--- src/rtl/sd_cmd_issuer.sv ---
module sd_cmd_issuer #(
  parameter int TOUT_W     = 32,
  parameter int BUSY_GUARD = 2
) (
  input  logic        clk,
  input  logic        rst_n,
  input  logic        reg_wr,
  input  logic [3:0]  reg_addr,
  input  logic [31:0] reg_wdata,
  output logic [31:0] reg_rdata,
  input  logic        cmd_i,
  output logic        cmd_o,
  output logic        cmd_oe,
  input  logic        dat0_i,
  output logic        irq
);
  localparam int CNT_W = 8;
  localparam logic [3:0] A_CMD = 4'd0, A_ARG = 4'd1, A_TOUT = 4'd2,
                         A_STAT = 4'd3, A_CFG = 4'd4;

  typedef enum logic [2:0] {S_IDLE, S_SEND, S_WAIT, S_RECV, S_BUSY} st_t;
  st_t st_q;

  logic [5:0]        idx_q;
  logic              rdf_q, wrf_q, long_q, nore_q, busy_q, start_q, fail_q;
  logic [31:0]       arg_q;
  logic [TOUT_W-1:0] tout_q, tcnt_q;
  logic              irq_en_q;
  logic              stat_crc, stat_to, stat_bd;
  logic [127:0]      rsp_q;
  logic [47:0]       tx_q;
  logic [126:0]      rx_q;
  logic [CNT_W-1:0]  cnt_q;
  logic              err_q;

  function automatic logic [6:0] crc7(input logic [39:0] d);
    logic [6:0] c;
    logic fb;
    c = '0;
    for (int i = 39; i >= 0; i--) begin
      fb = d[i] ^ c[6];
      c = {c[5:0], 1'b0};
      if (fb) c = c ^ 7'h09;
    end
    return c;
  endfunction

  wire         wr_cmd  = reg_wr && reg_addr == A_CMD && !start_q;
  wire         bad_mix = reg_wdata[9] && reg_wdata[11];
  wire         launch  = wr_cmd && reg_wdata[15] && !bad_mix;
  wire         reject  = wr_cmd && reg_wdata[15] && bad_mix;
  wire [39:0]  hdr     = {2'b01, reg_wdata[5:0], arg_q};
  wire [127:0] rx_next = {rx_q, cmd_i};
  wire         last    = cnt_q == '0;

  wire timeout_now = st_q == S_WAIT && cmd_i && tcnt_q == '0;
  wire recv_done   = st_q == S_RECV && last;
  wire crc_bad_now = recv_done && !long_q &&
                     crc7({1'b0, rx_next[46:8]}) != rx_next[7:1];
  wire busy_end    = st_q == S_BUSY && last && dat0_i;
  wire finish      = (st_q == S_SEND && last && nore_q) || timeout_now ||
                     (recv_done && !busy_q) || busy_end;

  wire [2:0] clr = (reg_wr && reg_addr == A_STAT) ?
                   {reg_wdata[10], reg_wdata[6], reg_wdata[4]} : 3'b000;

  assign cmd_o  = tx_q[47];
  assign cmd_oe = st_q == S_SEND;
  assign irq    = irq_en_q && stat_bd;

  always_ff @(posedge clk or negedge rst_n) begin
    if (!rst_n) begin
      {idx_q, rdf_q, wrf_q, long_q, nore_q, busy_q} <= '0;
      start_q <= 1'b0;
      fail_q  <= 1'b0;
    end else if (wr_cmd) begin
      idx_q   <= reg_wdata[5:0];
      rdf_q   <= reg_wdata[6];
      wrf_q   <= reg_wdata[7];
      long_q  <= reg_wdata[9];
      nore_q  <= reg_wdata[10];
      busy_q  <= reg_wdata[11];
      start_q <= launch;
      fail_q  <= reject;
    end else if (finish) begin
      start_q <= 1'b0;
      fail_q  <= err_q || crc_bad_now || timeout_now;
    end
  end

  always_ff @(posedge clk or negedge rst_n) begin
    if (!rst_n) begin
      arg_q    <= '0;
      tout_q   <= '0;
      irq_en_q <= 1'b0;
    end else if (reg_wr) begin
      if (reg_addr == A_ARG)  arg_q    <= reg_wdata;
      if (reg_addr == A_TOUT) tout_q   <= reg_wdata[TOUT_W-1:0];
      if (reg_addr == A_CFG)  irq_en_q <= reg_wdata[10];
    end
  end

  always_ff @(posedge clk or negedge rst_n) begin
    if (!rst_n) begin
      stat_crc <= 1'b0;
      stat_to  <= 1'b0;
      stat_bd  <= 1'b0;
    end else begin
      stat_crc <= crc_bad_now || (stat_crc && !clr[0]);
      stat_to  <= timeout_now || (stat_to && !clr[1]);
      stat_bd  <= busy_end    || (stat_bd && !clr[2]);
    end
  end

  always_ff @(posedge clk or negedge rst_n) begin
    if (!rst_n) begin
      st_q   <= S_IDLE;
      tx_q   <= '1;
      rx_q   <= '0;
      rsp_q  <= '0;
      cnt_q  <= '0;
      tcnt_q <= '0;
      err_q  <= 1'b0;
    end else begin
      case (st_q)
        S_IDLE: if (launch) begin
          tx_q  <= {hdr, crc7(hdr), 1'b1};
          cnt_q <= CNT_W'(47);
          err_q <= 1'b0;
          st_q  <= S_SEND;
        end
        S_SEND: begin
          tx_q <= {tx_q[46:0], 1'b1};
          if (last) begin
            tcnt_q <= tout_q;
            st_q   <= nore_q ? S_IDLE : S_WAIT;
          end else cnt_q <= cnt_q - 1'b1;
        end
        S_WAIT: begin
          if (!cmd_i) begin
            cnt_q <= long_q ? CNT_W'(134) : CNT_W'(46);
            st_q  <= S_RECV;
          end else if (tcnt_q == '0) st_q <= S_IDLE;
          else tcnt_q <= tcnt_q - 1'b1;
        end
        S_RECV: begin
          rx_q <= rx_next[126:0];
          if (last) begin
            rsp_q <= long_q ? rx_next : {96'b0, rx_next[39:8]};
            if (crc_bad_now) err_q <= 1'b1;
            cnt_q <= CNT_W'(BUSY_GUARD);
            st_q  <= busy_q ? S_BUSY : S_IDLE;
          end else cnt_q <= cnt_q - 1'b1;
        end
        S_BUSY: begin
          if (!last) cnt_q <= cnt_q - 1'b1;
          else if (dat0_i) st_q <= S_IDLE;
        end
        default: st_q <= S_IDLE;
      endcase
    end
  end

  always_comb begin
    case (reg_addr)
      A_CMD:   reg_rdata = {16'b0, start_q, fail_q, 2'b00, busy_q, nore_q, long_q,
                            1'b0, wrf_q, rdf_q, idx_q};
      A_ARG:   reg_rdata = arg_q;
      A_TOUT:  reg_rdata = 32'(tout_q);
      A_STAT:  reg_rdata = {21'b0, stat_bd, 3'b0, stat_to, 1'b0, stat_crc, 4'b0};
      A_CFG:   reg_rdata = {21'b0, irq_en_q, 10'b0};
      4'd5:    reg_rdata = rsp_q[31:0];
      4'd6:    reg_rdata = rsp_q[63:32];
      4'd7:    reg_rdata = rsp_q[95:64];
      4'd8:    reg_rdata = rsp_q[127:96];
      default: reg_rdata = '0;
    endcase
  end
endmodule

--- config.mk ---
export PLATFORM = sky130hd
export DESIGN_NAME = sd_cmd_issuer
export DESIGN_NICKNAME = d
export VERILOG_FILES = /design/src/rtl/sd_cmd_issuer.sv
export SDC_FILE = /design/constraint.sdc
export NUM_CORES = 1
export LEC_CHECK = 0
export BUFFER_PORTS_ARGS = -buffer_cell sky130_fd_sc_hd__buf_4
export CORE_MARGIN = 8
export CORE_UTILIZATION = 28
export DETAILED_ROUTE_END_ITERATION = 8
export GPL_TIMING_DRIVEN = 0
export HOLD_SLACK_MARGIN = 0.03
export PLACE_DENSITY_LB_ADDON = 0.05
export SYNTH_ARGS = -nofsm -noshare
export SYNTH_HDL_FRONTEND = slang
export SYNTH_SLANG_ARGS = --single-unit
--- constraint.sdc ---
create_clock -name clk -period 4.85 [get_ports clk]
set_input_delay 0.2425 -clock clk [delete_from_list [all_inputs] [get_ports clk]]
set_output_delay 0.2425 -clock clk [all_outputs]
set_load 0.01 [all_outputs]
==> reports/results.ini, run 1 <==
[global_route]
grt_pass1_vias = 16594
grt_max_degree = 117
grt_remaining_overflow = 0
antenna_found_initial = 3
grt_pass1_wl_um = 117000
grt.total_usage_pct = 19.2

[synth]
ys_types = 59
yosysSeqAreaShare_pct = 53.0
synth.cell_area_um2 = 20300
synth_area_leaders = dfrtp_1, nand2_1, dfstp_2
yosysWarnings = 0
ys_seq_elements = 427
synth_area_per_cell_um2 = 9.35
yosysTopAreaCell = dfrtp_1
yosys_most_used_dff = dfrtp_1
synth_edf_count = 0
synth_commonest_cells = nand2_1, dfrtp_1, nor2_1
yosysMostFrequentCell = nand2_1
synthesis.nets = 2213
synth_top_area_share_pct = 46.9
syn_inst = 2170
async_flop_share_pct = 100

[clock_tree]
htree_levels = 2
root_buffer = clkbuf_16
cts_tree = yes
cts_buffers = 52
postCtsSetupBuffers = 0
post_cts_resize_count = 0
clockBufferDepth = 3
hold_buffers = 34
clock_sinks = 427
clkSlewWorstSetupHoldPaths_ns = 0.06
clk_latency_ns = 0.61

[floorplan]
die_area_um2 = 81300
die_x_um = 285
dieHeight_um = 285
start_util_pct = 28.3
num_rows = 98
top_level_ports = 76
coreArea_um2 = 71600

[worst_setup_path]
worstSetupStartpointType = register
crit_family = simple AND/OR/NAND/NOR gates
crit_arrival_ns = 4.58
cp_slowest_cell = nor2_1
crit_chain = inv_1, ha_1, nor4b_1, nand2_1, or2_2, nor2_1, clkbuf_1, buf_1, nand3_1, nand2_1
cp.required_ns = 5.39
crit_top_cell = nand2_1
critPathCaptureType = register
crit_type = reg2reg
cp_num_buf_inv = 3
path_max_fanout = 10
critPathMaxStageDelay_ns = 0.93

[timing]
final_max_slew_viol_count = 0
final-setup-viol-count = 0
max_freq_ghz = 0.247
hold-worst-slack_ns = 0.0720
finalHoldViolations = 0
fin_crit_sh_pct = 83.4
fin_skew_ns = 0.0304
rsz0062_at_grt = no
worstMarginPinSlew_ns = 1.22
layout_min_cycle_time_ns = 4.05
slew_headroom_pct = 18.3

[worst_hold_path]
hp-class = in2reg

[pwr]
power.share.switching_pct = 37.3
pwr-share-clk_pct = 29.2
seq_power_share_pct = 37.4
netSwitchingPower_mw = 4.96
p_comb_share_pct = 33.5
p_leak_nw = 11.1
power_density_nw_per_um2 = 551
internal-power_mw = 8.34
power.ir.vdd_worst_v = 0.000305

[placed_design]
io_buffers = 73
place_congestion = 0.907
dp_hpwl_um = 59400
place_area_um2 = 22100

[route]
ant_nets = 0
dr.pass1.iters = 9
detail_route.wl_per_cell_um = 23.9
via_count = 16625
drc_errors = 0
vias_per_cell = 5.00
totalWireLength_um = 79400
drt_iter0_markers = 1523

[run_status]
status = finished clean

[cells_and_area]
syn2layout_area_growth_pct = 19.0
final_cell_area_um2 = 24100
drive_gt1_share_pct = 13.3
nNetsFinal = 2377
fillCellCount = 7493

[run]
drv_cap = 0

[cell usage in the layout (no fill, tap or decap), types with 8 or more instances in the layout]
cell and count:
clkbuf_16 54, nand2_1 666, a31oi_1 8, clkinv_2 9, inv_1 15, buf_1 17
mux2_2 87, nor3_1 22, mux2i_1 35, dfrtp_1 380, nand2b_1 8, dfstp_2 47
buf_4 72, xor2_1 23, a21oi_1 64, a222oi_1 42, nand3_1 111, o22ai_1 46
a22oi_1 47, o21ai_0 103, clkbuf_8 10, xnor2_1 102, clkbuf_1 134, nor2_1 136
dlygate4sd3_1 34
[routing by layer]
metal,GRT usage [%],routed length (µm)
met5,0,0
met4,6.36,2650
met3,3.27,4350
met2,29.8,35300
met1,27.1,37100
[registers in the layout, summed over array words and instances, names as in the netlist, 3 cells and up]
register and count:
rsp_q 128, rx_q 127, tx_q 47, arg_q 32, tcnt_q 32, tout_q 32
cnt_q 8, idx_q 6, st_q 3
[through the flow]
| stage | setup TNS, ns | util, % | std cells | total power [mW] | setup WS [ns] |
|---|---|---|---|---|---|
| floorplan | 0 | - | 2170 | 8.01 | 2.09 |
| global placement | -464.44 | 30.8 | 3193 | 9.50 | -1.32 |
| detailed placement | 0 | 30.9 | 3196 | 9.54 | 0.718 |
| CTS | 0 | 33.7 | 3323 | 13.5 | 0.727 |
| global route | 0 | 33.7 | 3324 | 14.2 | 0.444 |
| finish | 0 | 33.7 | 3325 | 13.3 | 0.804 |
[logic make-up (layout without fill, tap and decap cells)]
family	Yosys count	in the layout	synth area share, %
other cells	0	2	0
compound gates	332	332	10.5
mux	122	122	6.56
buf+inv	160	363	3.02
xor+xnor	140	140	6.83
fa+ha+maj	2	2	0.123
simple gates	987	987	20.0
flops	427	427	53.0
[worst paths after layout]
check | from | to | slack [ns] | cells after the start
setup / recovery | cnt_q[0] | rsp_q[98] | 0.80 | 10
hold / removal | reg_wdata[4] | tx_q[44] | 0.07 | 3
setup reg to reg | cnt_q[0] | rsp_q[98] | 0.80 | 10
hold reg to reg | rsp_q[53] | rsp_q[53] | 0.46 | 2
max in group asynchronous | rst_n | rsp_q[71] | 2.92 | 4
min in group asynchronous | rst_n | tcnt_q[18] | 0.27 | 2
[power groups by stage]
stage                     sequential (mW)  combinational [mW]  clock (mW)
after floorplan                      4.61                3.40           0
after global placement               5.03                4.46           0
after detailed placement             5.03                4.51           0
after CTS                            4.97                4.55        4.01
after global routing                 5.04                4.98        4.15
final                                4.97                4.46        3.88
[final cells by class]
| type | instances | area [µm²] | share of cell area [%] |
|---|---|---|---|
| sequential | 427 | 10700 | 44.5 |
| multi-input combinational | 1583 | 8930 | 37.0 |
| clock buffer | 79 | 1550 | 6.40 |
| tap | 950 | 1190 | 4.92 |
| timing repair buffer | 110 | 978 | 4.05 |
| buffer | 145 | 556 | 2.30 |
| clock inverter | 14 | 138 | 0.570 |
| inverter | 15 | 56.3 | 0.233 |
| antenna | 2 | 5.00 | 0.0207 |
[worst reg2reg max path: cells and delay by family, from the launching register on]
kind | cells | cell delay (ns)
buf+inv | 3 | 1.15
simple gates | 6 | 2.24
fa+ha+maj | 1 | 0.20
flops | 1 | 0.41
No activity file was read; power rests on OpenSTA's default activity.
==> run 2, diff against run 1 <==
- clock period: 4.85 -> 4 ns (I/O delays scaled with it)
==> run 2 against run 1 <==
  * Hold slack improved by 0.085 ns
  * Sequential power is 21% higher
  * Clock skew fell by 0.0014 ns
  * Critical path depth up 1
  * Utilization hardly changed
  * Combinational power rose by 21%
  * Critical path type unchanged
  * Largest cell class unchanged
==> reports/results.ini, run 2 (same netlist as run 1, synthesis figures left out) <==
[timing]
max_freq_ghz = 0.270  ; +9.1%
final-setup-viol-count = 0  ; unchanged
slew_headroom_pct = 29.6  ; +11 points
layout_min_cycle_time_ns = 3.71  ; -0.339 ns
hold-worst-slack_ns = 0.157  ; +0.0851 ns
finalHoldViolations = 0  ; unchanged
fin_crit_sh_pct = 92.7  ; +9.3 points
worstMarginPinSlew_ns = 1.06  ; -0.165 ns
rsz0062_at_grt = no
final_max_slew_viol_count = 0  ; unchanged
setup_ws_ns = 0.292  ; -0.511 ns
fin_skew_ns = 0.0289  ; -0.00143 ns

[pwr]
power_density_nw_per_um2 = 668  ; +21%
p_leak_nw = 11.2  ; +0.16%
power_mw = 16.1  ; +21%
power.ir.vdd_worst_v = 0.000369  ; +21%

[worst_setup_path]
crit_chain = inv_1, ha_1, or3b_2, nor4b_2, nand4_1, nor3_2, o22ai_1, a21boi_1, buf_2, a21oi_1, a21oi_1
path_max_fanout = 10  ; unchanged
timing.rr.start = tcnt_q[0]
r2r-end = tcnt_q[25]
cp.required_ns = 4.46  ; -0.93 ns
r2r_setup_slack_ns = 0.29  ; -0.51 ns
cp_slowest_cell = or3b_2
crit_top_cell = a21oi_1
crit_arrival_ns = 4.16  ; -0.42 ns
critPathCaptureType = register
crit_type = reg2reg
crit_path_start = tcnt_q[0]
r2r_cells = 11  ; +1
crit_end = tcnt_q[25]
critPathMaxStageDelay_ns = 0.52  ; -0.41 ns
worstSetupStartpointType = register

[global_route]
gr-usage-met3_pct = 3.27  ; unchanged
busiest_layer = met2
grt_max_degree = 117  ; unchanged
grt.total_usage_pct = 19.2  ; about the same
grt_use_met1_pct = 27.1  ; unchanged
grt_use_met2_pct = 29.8  ; about the same
grt_pass1_vias = 16600  ; +0.036%
antenna_found_initial = 3  ; unchanged
grt_pass1_wl_um = 117000  ; about the same
grt_remaining_overflow = 0  ; unchanged

[floorplan]
num_rows = 98  ; unchanged
start_util_pct = 28.3  ; unchanged
die_x_um = 285  ; unchanged
dieHeight_um = 285  ; unchanged
coreArea_um2 = 71600  ; unchanged
top_level_ports = 76  ; unchanged
die_area_um2 = 81300  ; unchanged

[clock_tree]
postCtsSetupBuffers = 0  ; unchanged
clockBufferDepth = 3  ; unchanged
clkSlewWorstSetupHoldPaths_ns = 0.06  ; about the same
root_buffer = clkbuf_16
clock_sinks = 427  ; unchanged
cts_buffers = 52  ; unchanged
htree_levels = 2  ; unchanged
clk_latency_ns = 0.61  ; about the same
cts_tree = yes

[cells_and_area]
largestRegisters = rsp_q: 128 flops, rx_q: 127 flops, tx_q: 47 flops
regMostFlops = rsp_q
syn2layout_area_growth_pct = 19.1  ; about the same
final_common_cell = nand2_1
most-common-layout-cells = nand2_1, dfrtp_1, nor2_1
drive_gt1_share_pct = 13.6  ; +0.25 points
nNetsFinal = 2378  ; +0.042%
finalNonFillerCells = 3327  ; +0.060%
largest_register_ff_count = 128  ; unchanged

[route]
drc_errors = 0  ; unchanged
ant_nets = 0  ; unchanged
via_count = 16620  ; -0.030%
totalWireLength_um = 79400  ; about the same
drt_iter0_markers = 1596  ; +4.8%
vias_per_cell = 5.00  ; about the same
dr.pass1.iters = 9  ; unchanged
detail_route.wl_per_cell_um = 23.9  ; about the same

[placed_design]
place_congestion = 0.907  ; unchanged
dp_slack_ns = -0.132  ; -0.850 ns
dp_hpwl_um = 59400  ; unchanged
placedCellCount = 3196  ; unchanged
io_buffers = 73  ; unchanged

[worst_hold_path]
hp-class = in2reg

[run_status]
status = finished clean

[run]
drv_cap = 0  ; unchanged

==> run 2: changes by cell type in the layout (fill, tap and decap cells not counted), sizes merged <==
cell	before	now
diode	2	3
dlygate4sd3	34	35
==> run 2: power by group <==
| group | leakage, nW | switching, mW | total, mW | internal [mW] |
|---|---|---|---|---|
| combinational | 4.74 | 3.15 | 5.41 | 2.26 |
| clock | 0.830 | 1.93 | 4.71 | 2.78 |
| sequential | 5.58 | 0.938 | 6.02 | 5.08 |
| total | 11.2 | 6.02 | 16.1 | 10.1 |
==> run 2: per-layer routing <==
metal / vias up / share of wire (%)
li1: 7725 / -
met1: 8300 / 46
met2: 483 / 44
met3: 112 / 6.0
met4: 0 / 3.4
met5: - / 0
==> run 2: how the worst min path moves through the flow <==
stage             startpoint          to  slack, ns  cells after the start
2_1_floorplan          rst_n    arg_q[0]       -0.1                      0
3_3_place_gp   reg_wdata[23]  tout_q[23]       0.45                      2
3_5_place_dp           rst_n  tcnt_q[18]       0.32                      1
4_1_cts               reg_wr   tout_q[1]       0.10                      3
5_1_grt               reg_wr   tout_q[1]       0.16                      3
6_report              reg_wr   tout_q[1]       0.16                      3
==> run 2: timing repair <==
| action | in CTS | in global routing |
|---|---|---|
| endpoints found under the hold margin | 174 | 0 |
| resized for setup | 1 | 10 |
| endpoints found under the setup margin | 30 | 35 |
| hold buffers | 35 | 0 |
==> run 2: final cells by class <==
| cell class | count | area [µm²] |
|---|---|---|
| Sequential cell | 427 | 10700 |
| Clock buffer | 79 | 1550 |
| Multi-Input combinational cell | 1583 | 8930 |
| Fill cell | 7491 | 47400 |
| Tap cell | 950 | 1190 |
| Antenna cell | 3 | 7.51 |
| Timing Repair Buffer | 111 | 988 |
| Clock inverter | 14 | 138 |
| Inverter | 15 | 56.3 |
| Buffer | 145 | 562 |
==> run 2: worst max-delay path: cells and delay by family (launching register included) <==
| kind | cells | cell delay, ns |
|---|---|---|
| flops | 1 | 0.40 |
| buf+inv | 2 | 0.40 |
| fa+ha+maj | 1 | 0.17 |
| compound gates | 4 | 0.76 |
| simple gates | 4 | 1.85 |
==> run 2: through the flow <==
step	setup TNS [ns]	utilization, %	cell area, µm²
6_report	0	33.7	24200
5_1_grt	0	33.7	24200
4_1_cts	0	33.7	24100
3_5_place_dp	-2.44	30.9	22100
3_3_place_gp	-792.18	30.8	22000
2_1_floorplan	0	-	20300
